### config.mk
export PLATFORM = sky130hd
export DESIGN_NAME = ycc422_unpack
export DESIGN_NICKNAME = d
export VERILOG_FILES = /design/src/rtl/ycc_pkg.sv /design/src/rtl/ycc_byte_phase.sv /design/src/rtl/ycc_sample_cond.sv /design/src/rtl/ycc422_unpack.sv
export SDC_FILE = /design/constraint.sdc
export NUM_CORES = 1
export LEC_CHECK = 0
export BUFFER_PORTS_ARGS = -buffer_cell sky130_fd_sc_hd__buf_4
export CAP_MARGIN = 20
export CORE_ASPECT_RATIO = 0.75
export CORE_UTILIZATION = 57
export CTS_BUF_LIST = sky130_fd_sc_hd__clkbuf_2
export CTS_CLUSTER_SIZE = 30
export DETAILED_ROUTE_END_ITERATION = 6
export GPL_ROUTABILITY_DRIVEN = 0
export PLACE_DENSITY = 0.79
export REMOVE_ABC_BUFFERS = 1
export SLEW_MARGIN = 20
export SYNTH_ARGS = -nofsm -noshare
export SYNTH_HDL_FRONTEND = slang
export SYNTH_SLANG_ARGS = --single-unit
### constraint.sdc
create_clock -name clk_i -period 1.6 [get_ports clk_i]
set_input_delay 0.08 -clock clk_i [delete_from_list [all_inputs] [get_ports clk_i]]
set_output_delay 0.08 -clock clk_i [all_outputs]
set_load 0.01 [all_outputs]
### src/rtl/ycc_pkg.sv
package ycc_pkg;

    // Position of the next accepted byte inside a four-byte group.
    typedef enum logic [1:0] {
        PH_CHROMA_A = 2'd0,
        PH_LUMA_0   = 2'd1,
        PH_CHROMA_B = 2'd2,
        PH_LUMA_1   = 2'd3
    } grp_phase_e;

    localparam int unsigned GROUP_BYTES = 4;

endpackage

### src/rtl/ycc_byte_phase.sv
module ycc_byte_phase
    import ycc_pkg::*;
(
    input  logic       clk_i,
    input  logic       rst_ni,
    input  logic       adv_i,
    input  logic       restart_i,
    output grp_phase_e phase_o
);

    typedef struct packed {
        logic [1:0] ph;
    } ph_st_t;

    ph_st_t st_d, st_q;
    logic [1:0] cur_ph;

    always_comb begin
        // A restart makes the byte in this cycle (if any) the first of a group.
        cur_ph = restart_i ? 2'(PH_CHROMA_A) : st_q.ph;
        st_d   = st_q;
        st_d.ph = adv_i ? cur_ph + 2'd1 : cur_ph;
    end

    always_ff @(posedge clk_i or negedge rst_ni) begin
        if (!rst_ni) begin
            st_q <= '0;
        end else begin
            st_q <= st_d;
        end
    end

    assign phase_o = grp_phase_e'(cur_ph);

endmodule

### src/rtl/ycc_sample_cond.sv
module ycc_sample_cond #(
    parameter int unsigned SAMPLE_W = 8
) (
    input  logic [SAMPLE_W-1:0] raw_i,
    input  logic                invert_i,
    output logic [SAMPLE_W-1:0] smp_o
);

    localparam logic [SAMPLE_W-1:0] FULL_SCALE = '1;

    always_comb begin
        smp_o = invert_i ? (FULL_SCALE - raw_i) : raw_i;
    end

endmodule

### src/rtl/ycc422_unpack.sv
module ycc422_unpack
    import ycc_pkg::*;
#(
    parameter int unsigned SAMPLE_W = 8
) (
    input  logic                clk_i,
    input  logic                rst_ni,
    input  logic                byte_vld_i,
    input  logic [SAMPLE_W-1:0] byte_i,
    input  logic                line_start_i,
    input  logic                swap_chroma_i,
    input  logic                invert_i,
    output logic                pix_vld_o,
    output logic [SAMPLE_W-1:0] pix_y_o,
    output logic [SAMPLE_W-1:0] pix_cb_o,
    output logic [SAMPLE_W-1:0] pix_cr_o
);

    typedef struct packed {
        logic                vld;
        logic [SAMPLE_W-1:0] y;
        logic [SAMPLE_W-1:0] cb;
        logic [SAMPLE_W-1:0] cr;
        logic [SAMPLE_W-1:0] chroma_a;
        logic [SAMPLE_W-1:0] luma_0;
    } unp_st_t;

    unp_st_t             st_d, st_q;
    grp_phase_e          phase;
    logic [SAMPLE_W-1:0] smp;

    ycc_byte_phase u_phase (
        .clk_i     (clk_i),
        .rst_ni    (rst_ni),
        .adv_i     (byte_vld_i),
        .restart_i (line_start_i),
        .phase_o   (phase)
    );

    ycc_sample_cond #(
        .SAMPLE_W (SAMPLE_W)
    ) u_cond (
        .raw_i    (byte_i),
        .invert_i (invert_i),
        .smp_o    (smp)
    );

    always_comb begin
        st_d     = st_q;
        st_d.vld = 1'b0;
        if (byte_vld_i) begin
            unique case (phase)
                PH_CHROMA_A: st_d.chroma_a = smp;
                PH_LUMA_0:   st_d.luma_0   = smp;
                PH_CHROMA_B: begin
                    // First pixel: the chroma pair is resolved now and held in the
                    // output registers for the second pixel.
                    st_d.vld = 1'b1;
                    st_d.y   = st_q.luma_0;
                    st_d.cb  = swap_chroma_i ? smp : st_q.chroma_a;
                    st_d.cr  = swap_chroma_i ? st_q.chroma_a : smp;
                end
                PH_LUMA_1: begin
                    st_d.vld = 1'b1;
                    st_d.y   = smp;
                end
                default: st_d.vld = 1'b0;
            endcase
        end
    end

    always_ff @(posedge clk_i or negedge rst_ni) begin
        if (!rst_ni) begin
            st_q <= '0;
        end else begin
            st_q <= st_d;
        end
    end

    assign pix_vld_o = st_q.vld;
    assign pix_y_o   = st_q.y;
    assign pix_cb_o  = st_q.cb;
    assign pix_cr_o  = st_q.cr;

endmodule

Word-level counts from Yosys, hierarchy flattened
Index checks and enable logic that the tools add are counted.
Operators by class
  equal/unequal tests: 3
  $add $sub $neg: 2
  reduce and logical (&&, ||, !) cells: 6
  muxes and demuxes: 10
Operators with widths (count)
  2-to-1 mux 41 bit: 1
  2-to-1 mux 8 bit: 5
  one-hot mux 9 bit (2 select lines): 1
  2-to-1 mux 16 bit: 1
  AND reduction 2 bit: 4
  subtractor 8 bit, first input constant: 1
  equality test 2 bit, second input constant: 2
  2-to-1 mux 2 bit: 2
  adder 2 x 1 -> 2 bit, second input constant: 1
  equality test 2 x 1 -> 1 bit, second input constant: 1
  logical NOT 2 bit: 1
  nonzero test 2 bit: 1
Word-level totals
  input bits: 14
  register bits: 43
  output and inout port bits: 25

Depth between registers and ports, before layout
Gate-level depths: netlist of the first run.
  depth after elaboration: 5
  gate-level depth with buffers: 5

Modules after synthesis
Synthesis of the first run repeated with hierarchy kept, for this count alone.
Unflattened totals
  cells, all modules: 166
  area total of the unflattened synthesis: 2194.6 um2
By module, submodules not included
  ycc422_unpack: area an instance 2020.7 um2, sequential area each 1026.0 um2, cells an instance 149, instances 1
  ycc_byte_phase: area an instance 92.6 um2, sequential area each 50.0 um2, cells an instance 8, instances 1
  ycc_sample_cond: area an instance 81.3 um2, sequential area each 0.0 um2, cells an instance 9, instances 1

Least setup slack after synthesis of the first run
No wires, ideal clock.
  path kind: register -> register
  from: reg u_phase.st_q[0] (netlist name)
  to: reg st_q[10] (netlist name)
  data arrival time: 1.227 ns
  library setup time: 0.125 ns
  clock period less this slack: 1.352 ns
  required time: 1.475 ns
  cell stages (with the launch flop): 5
  path buffers: 1
  slack: 0.248 ns
  cells stage by stage: dfrtp_1 buf_2 nor2_1 o21ai_4 mux2_2
Between the ends
  cells in the longest elaborated chain, start to end: 3
Ends and longest elaborated chain
  from (decl): RTL line ycc_byte_phase.sv:15  | ph_st_t st_d, st_q;
  from (signal assigned): RTL line ycc_byte_phase.sv:29  | st_q <= st_d;
  2-to-1 mux 2 bit: RTL line ycc_byte_phase.sv:20  | cur_ph = restart_i ? 2'(PH_CHROMA_A) : st_q.ph;
  logical NOT 2 bit: RTL line ycc422_unpack.sv:52  | unique case (phase)
  AND reduction 2 bit (no source line)
  to (signal assigned): RTL line ycc422_unpack.sv:76  | st_q <= st_d;
  to (decl): RTL line ycc422_unpack.sv:28  | unp_st_t st_d, st_q;
No other way between the ends.
A chain may end at the register's enable or synchronous reset.

Worst setup path in the final report of the first run
  from: reg u_phase.st_q[0] (netlist name)
  to: reg st_q (netlist bit pix_cr_o[1])
Between the ends
  cells in the longest elaborated chain, start to end: 3
Ends and longest elaborated chain (RTL line)
  2-to-1 mux 2 bit: ycc_byte_phase.sv:20
  equality test 2 bit: ycc422_unpack.sv:52
  AND reduction 2 bit (no source line)
No other way between the ends.

==> flow_summary_export.csv, run 1 <==
group,metric,value,unit
logic_synthesis,async_flop_share,100.0,%
critical_path,cpMostUsedCell,"buf_4",
floorplan,design.die.area,3983,um2
critical_path,r2r_slack,0.16,ns
layout,mostFrequentLayoutCells,"dfrtp_1 (43), buf_4 (40), nand2_1 (17)",
floorplan,initial_core_util,62.13,%
power,ir_drop,0.9192,mV
routing,dr.pass1.iters,4,
floorplan,die_y,54.91,um
routing,wl,3750,um
timing,drv_slew,0,
logic_synthesis,synth_area_per_cell,11.08,um2
critical_path,crit_fanout,32,
cts,path_clk_slew,0.20,ns
placed_design,portBuffers,38,
layout,mostFrequentLayoutCell,"dfrtp_1",
timing,finalHoldViolCount,0,
critical_path,arrival,1.74,ns
floorplan,dieWidth,72.54,um
timing,worst_pin_slew,0.5234,ns
routing,drt-initial-drc-count,69,
floorplan,rows,18,
logic_synthesis,synth_edf_count,0,
timing,holdWs,0.1070,ns
timing,period_minus_slack,1.439,ns
critical_path,critical_path.slowest_cell,"dfrtp_1",
floorplan,core,3423,um2
placed_design,placed_cell_area,2262,um2
worst_hold_path,holdPathStages,4,
global_routing,grt_max_degree,44,
layout,final_cell_area,2350,um2
timing,timing.slew.headroom,65.11,%
timing,fin_worst_skew,0.004988,ns
layout,nFillCells,267,
layout,nNetsFinal,223,
timing,max_freq,695.2,MHz
routing,ant_nets,0,
worst_hold_path,min_to,"pix_y_o[4]",
critical_path,start_kind,"register",
cts,cts_tree,"built",
routing,num_vias,1346,
critical_path,endpoint_kind,"register",
power,leakage,1.131,nW
layout,drive_above_1_share,32.38,%
global_routing,grt_usage,20.71,%
layout,utilization,68.64,%
logic_synthesis,synth_cell_types,19,
logic_synthesis,synth_ff_type,"dfrtp_1",
worst_hold_path,hp-class,"in2reg",
layout,antenna_cells,0,
timing,fin_ws,0.1615,ns
power,power.density,1496,nW/um2
routing,drc,0,
placed_design,dp_slack,0.09970,ns
cts,h-tree-depth,2,
timing,period_share,89.91,%
cts,clockBufferDepth,2,
routing,via_per_inst,5.177,
routing,wl_per_cell,14.42,um
cts,cts_root_buf,"clkbuf_2",
run_status,status,"finished clean",
global_routing,grt_pass1_vias,1306,
job,max_cap_viol_count,0,
layout,synthToLayoutAreaGrowth,10.47,%
worst_hold_path,hp-start,"byte_i[4]",
timing,finalSetupViolations,0,
cts,cts.repair.resized,0,
cts,clk_latency,0.38,ns
logic_synthesis,ys_ff_latch,43,
timing,rsz0062_at_grt,"false",
critical_path,path_cells,"buf_4 > nand4bb_1 > buf_4 > o21ai_0",
critical_path,reg2reg_from,"u_phase.st_q[0]",
critical_path,required,1.90,ns
placed_design,hpwl,2554,um
logic_synthesis,netlist_area,2127,um2
cts,cts_sinks,43,
critical_path,slowest_delay,0.50,ns
critical_path,r2r_cells,4,
global_routing,grt_pass1_wl,5947,um
logic_synthesis,synth_warnings,0,
global_routing,antenna_found_initial,0,
floorplan,num_io_pins,39,
cts,cts_made_buffers,5,
critical_path,r2r-end,"pix_cr_o[1]",
logic_synthesis,synth_seq_area_share,50.59,%
global_routing,grt_overflow,0,
critical_path,criticalPathCategory,"reg2reg",
logic_synthesis,synthCells,192,
==> critical path, delay by kind of cell, from the launching register on <==
family | cells | cell delay [ns]
AO/OA/AOI/OAI | 1 | 0.24
buffers and inverters | 2 | 0.44
flip-flops | 1 | 0.50
AND/OR/NAND/NOR | 1 | 0.18
==> metal layers <==
| metal | track usage [%] | vias to the layer above | wire length [um] |
|---|---|---|---|
| li1 | - | 656 | - |
| met1 | 23.49 | 642 | 1643 |
| met2 | 39.10 | 44 | 1864 |
| met3 | 4.891 | 4 | 216 |
| met4 | 7.843 | 0 | 26 |
| met5 | 0 | - | 0 |
==> where the power goes <==
| group | switching, mW | internal, mW | total [mW] |
|---|---|---|---|
| Clock | 0.326 | 0.106 | 0.431 |
| Combinational | 0.602 | 0.715 | 1.32 |
| Sequential | 0.256 | 1.51 | 1.77 |
==> synth_stat cells, types with 3 or more instances <==
cell type / count / area (um2)
nor2_1: 10 / 37.54
mux2i_1: 16 / 160.2
xor2_1: 9 / 78.83
dfrtp_1: 43 / 1076
buf_4: 25 / 187.7
a21oi_1: 16 / 80.08
nor2b_1: 5 / 31.28
o21ai_0: 16 / 80.08
and2b_1: 3 / 22.52
clkbuf_1: 4 / 15.01
mux2_2: 16 / 180.2
buf_2: 5 / 25.02
nand2_1: 17 / 63.81
==> final cells by class <==
class / instances / area [um2] / area share, %
Clock buffer: 6 / 30.03 / 1.278
Clock inverter: 2 / 7.507 / 0.3195
Multi-Input combinational cell: 115 / 823.3 / 35.04
Sequential cell: 43 / 1076 / 45.79
Tap cell: 50 / 62.56 / 2.662
Timing Repair Buffer: 44 / 350.3 / 14.91
==> sequential cells by signal, indices dropped and copies added (netlist names) <==
name and cells:
st_q 16, pix_cb_o 8, pix_cr_o 8, pix_y_o 8
u_phase.st_q 2, pix_vld_o 1
==> how the worst max path moves through the flow <==
stage	startpoint	endpoint	slack [ns]	cells after the start
after floorplan	u_phase.st_q[0]	pix_cb_o[0]	-0.08	3
after global placement	u_phase.st_q[0]	st_q[0]	0.16	3
after detailed placement	u_phase.st_q[0]	st_q[2]	0.1	3
after CTS	u_phase.st_q[0]	st_q[2]	0.07	3
after global routing	u_phase.st_q[0]	pix_cr_o[1]	0.06	4
final	u_phase.st_q[0]	pix_cr_o[1]	0.16	4
==> cell families after synthesis <==
| group | share of synthesized area (%) |
|---|---|
| xor gates and xnor gates | 4.118 |
| buffers and inverters | 10.71 |
| and+or+nand+nor | 10.29 |
| muxes | 16.00 |
| AOI/OAI and AO/OA | 8.295 |
| DFF | 50.59 |
==> what timing repair did <==
| item | 4_1_cts | 5_1_grt |
|---|---|---|
| setup endpoints to repair | 0 | 7 |
| buffers inserted | 0 | 1 |
| endpoints found under the hold margin | 45 | 0 |
| hold buffers | 3 | 0 |
==> per-stage QoR <==
step	TNS [ns]	instances	power, mW
finish	0	260	3.515
detailed placement	0	248	3.111
global placement	0	248	3.021
floorplan	-1.327	158	2.408
CTS	0	259	3.539
global route	0	260	3.758
No activity file was read; power rests on OpenSTA's default activity.
==> inputs of run 2 (changes only) <==
--- a/config.mk
+++ b/config.mk
@@ -8,6 +8,7 @@
 export BUFFER_PORTS_ARGS = -buffer_cell sky130_fd_sc_hd__buf_4
 export CAP_MARGIN = 20
 export CORE_ASPECT_RATIO = 0.75
+export CORE_MARGIN = 2
 export CORE_UTILIZATION = 57
 export CTS_BUF_LIST = sky130_fd_sc_hd__clkbuf_2
 export CTS_CLUSTER_SIZE = 30
@@ -18,4 +19,5 @@
 export SLEW_MARGIN = 20
 export SYNTH_ARGS = -nofsm -noshare
 export SYNTH_HDL_FRONTEND = slang
+export SYNTH_HIERARCHICAL = 1
 export SYNTH_SLANG_ARGS = --single-unit
==> run 2 against run 1 <==
- fmax down 4.5%
- area after synthesis up 3.2%
- critical path depth is 1 higher
- synthesized cell count is 14% lower
- count of clock-buffer cells in the layout fell by 1
- non-clock buffer count increased by 3
- global-route usage decreased by 1.5 points
- core utilization down 2.5 points
- setup slack worse by 0.068 ns
- largest power group unchanged
==> flow_summary_export.csv, run 2 <==
group,metric,value,unit
worst_hold_path,hp-class,"in2reg",
routing,via_per_inst,5.242,
worst_hold_path,hp-start,"line_start_i",
logic_synthesis,netlist_area,2195,um2
routing,wl_per_cell,15.53,um
logic_synthesis,synth_ff_type,"dfrtp_1",
global_routing,grt_usage,19.25,%
logic_synthesis,synth_top_family_by_area,"multiplexers",
cts,cts_made_buffers,5,
logic_synthesis,async_flop_share,100.0,%
power,power,3.745,mW
routing,wl,3727,um
floorplan,num_io_pins,39,
timing,max_freq,664.0,MHz
logic_synthesis,ys_ff_latch,43,
run_status,status,"finished clean",
logic_synthesis,synth_edf_count,0,
logic_synthesis,synth_mux_area_share,28.79,%
job,max_cap_viol_count,0,
timing,period_minus_slack,1.506,ns
timing,period_share,94.13,%
logic_synthesis,synth-xor-area-share,3.592,%
logic_synthesis,synth_seq_area_share,49.03,%
timing,drv_slew,0,
logic_synthesis,synth_simple_gate_area_share,3.079,%
critical_path,criticalPathCategory,"reg2reg",
global_routing,grt_overflow,0,
logic_synthesis,synth_area_leaders,"dfrtp_1 (49%), mux2_2 (25%), buf_4 (9.2%), a21oi_1 (3.6%), mux2i_1 (3.6%)",
global_routing,grt_max_degree,44,
layout,multi_input_area,858.3,um2
power,ir_drop,0.9264,mV
layout,mostFrequentLayoutCells,"mux2_2 (49), buf_4 (44), dfrtp_1 (43), a21oi_1 (16), xor2_1 (9)",
layout,nFillCells,276,
global_routing,grt_pass1_wl,6106,um
floorplan,core,3685,um2
placed_design,portBuffers,38,
cts,cts_root_buf,"clkbuf_2",
cts,post_cts_buffers,0,
critical_path,required,1.92,ns
critical_path,endpoint_kind,"register",
floorplan,design.die.area,4368,um2
global_routing,antenna_found_initial,0,
timing,finalHoldViolCount,0,
cts,cts_sinks,43,
cts,clockBufferDepth,2,
layout,drive_above_1_share,55.85,%
critical_path,arrival,1.83,ns
layout,antenna_cells,0,
worst_hold_path,holdPathStages,3,
worst_hold_path,min_to,"u_phase/st_q[1]",
routing,ant_nets,0,
critical_path,r2r-end,"st_q[11]",
critical_path,r2r_cells,5,
floorplan,die_y,57.74,um
placed_design,hpwl,2626,um
timing,finalSetupViolations,0,
layout,regArea,1076,um2
logic_synthesis,synthCells,166,
logic_synthesis,synth_cell_types,17,
routing,drc,0,
power,leakage,1.110,nW
timing,rsz0062_at_grt,"false",
cts,h-tree-depth,2,
logic_synthesis,synth_top_area_share,49.03,%
logic_synthesis,synth_fa_ha_area_share,0,%
logic_synthesis,synth_area_per_cell,13.22,um2
floorplan,rows,19,
layout,mostFrequentLayoutCell,"mux2_2",
timing,timing.slew.headroom,64.43,%
layout,nNetsFinal,201,
logic_synthesis,synth_warnings,6,
critical_path,reg2reg_from,"u_phase/st_q[1]",
cts,cts.repair.resized,0,
logic_synthesis,synth.most_common_cell,"mux2_2",
cts,cts_tree,"built",
timing,fin_worst_skew,0.008821,ns
layout,largest_reg_flops,16,
cts,clk_latency,0.40,ns
layout,top_register,"st_q",
critical_path,crit_fanout,8,
routing,drt-initial-drc-count,31,
critical_path,r2r_slack,0.09,ns
floorplan,initial_core_util,59.56,%
routing,dr.pass1.iters,4,
logic_synthesis,synth_common_cells,"mux2_2 (49), dfrtp_1 (43), buf_4 (27)",
logic_synthesis,synth-compound-area-share,3.649,%
global_routing,grt_pass1_vias,1297,
timing,worst_pin_slew,0.5335,ns
cts,path_clk_slew,0.21,ns
timing,tns,0,ns
floorplan,dieWidth,75.65,um
layout,synthToLayoutAreaGrowth,11.12,%
routing,num_vias,1258,
logic_synthesis,yosysTopAreaCell,"dfrtp_1",
cts,ctsHoldBuffers,2,
critical_path,start_kind,"register",
power,power.density,1536,nW/um2
run 2: cell types whose count changed after synthesis, moves of 3 or more:
cell | previous run | this run
buf_2 | 5 | 2
mux2i_1 | 16 | 8
mux2_2 | 16 | 49
nor2_1 | 10 | 1
and2b_1 | 3 | 0
clkbuf_1 | 4 | 0
nor2b_1 | 5 | 1
o21ai_0 | 16 | 0
nand2_1 | 17 | 1
buf_6 | 0 | 3
run 2: layout make-up:
type                       count  share of cell area [%]
clock buffer                   5                   1.026
clock inverter                 3                   1.796
multi-input combinational     90                   35.20
sequential                    43                   44.13
tap                           52                   2.668
timing repair buffer          47                   15.19
run 2: logic make-up (layout without fill, tap and decap cells):
logic type             Yosys count  count (layout)
AO/OA/AOI/OAI                   16              16
XOR/XNOR                         9               9
buffers and inverters           33              55
flip-flops                      43              43
multiplexers                    57              57
AND/OR/NAND/NOR                  8               8
run 2: critical path, stage by stage (launching register included):
cell and delay, ns:
dfrtp_1 0.42, nor2b_1 0.15, buf_4 0.16, nor3b_4 0.16, buf_4 0.19, mux2_2 0.35
run 2: through the flow:
| stage | instance area, um2 | instances | utilization [%] | setup slack, ns | hold slack [ns] |
|---|---|---|---|---|---|
| 6_report | 2439 | 240 | 66.18 | 0.09390 | 0.05556 |
| 5_1_grt | 2439 | 240 | 66.18 | 0.01665 | 0.06631 |
| 4_1_cts | 2439 | 240 | 66.18 | 0.09728 | 0.03912 |
| 3_5_place_dp | 2350 | 230 | 63.77 | 0.1178 | 0.1023 |
| 3_3_place_gp | 2350 | 230 | 63.77 | 0.1367 | 0.07998 |
| 2_1_floorplan | 1934 | 133 | - | -0.3546 | -0.2156 |
run 2: power by group:
group	internal, mW	leakage, nW	total (mW)	switching (mW)
logic	0.810	0.554	1.37	0.564
registers	1.51	0.513	1.75	0.239
clock network	0.265	0.0429	0.621	0.356
run 2: per-layer routing:
layer	vias to the layer above	part of all wire (%)	GRT usage, %
met5	-	0	0
met4	0	1.5	6.516
met3	6	4.0	6.957
met2	33	47	29.94
met1	613	47	25.11
li1	606	-	-
run 2: how the worst max path moves through the flow:
stage / endpoint / start / cells after the start
after floorplan: pix_cb_o[0] / u_phase/st_q[1] / 3
after global placement: st_q[15] / u_phase/st_q[1] / 5
after detailed placement: st_q[10] / u_phase/st_q[1] / 5
after CTS: st_q[11] / u_phase/st_q[1] / 5
after global routing: st_q[11] / u_phase/st_q[1] / 5
final: st_q[11] / u_phase/st_q[1] / 5
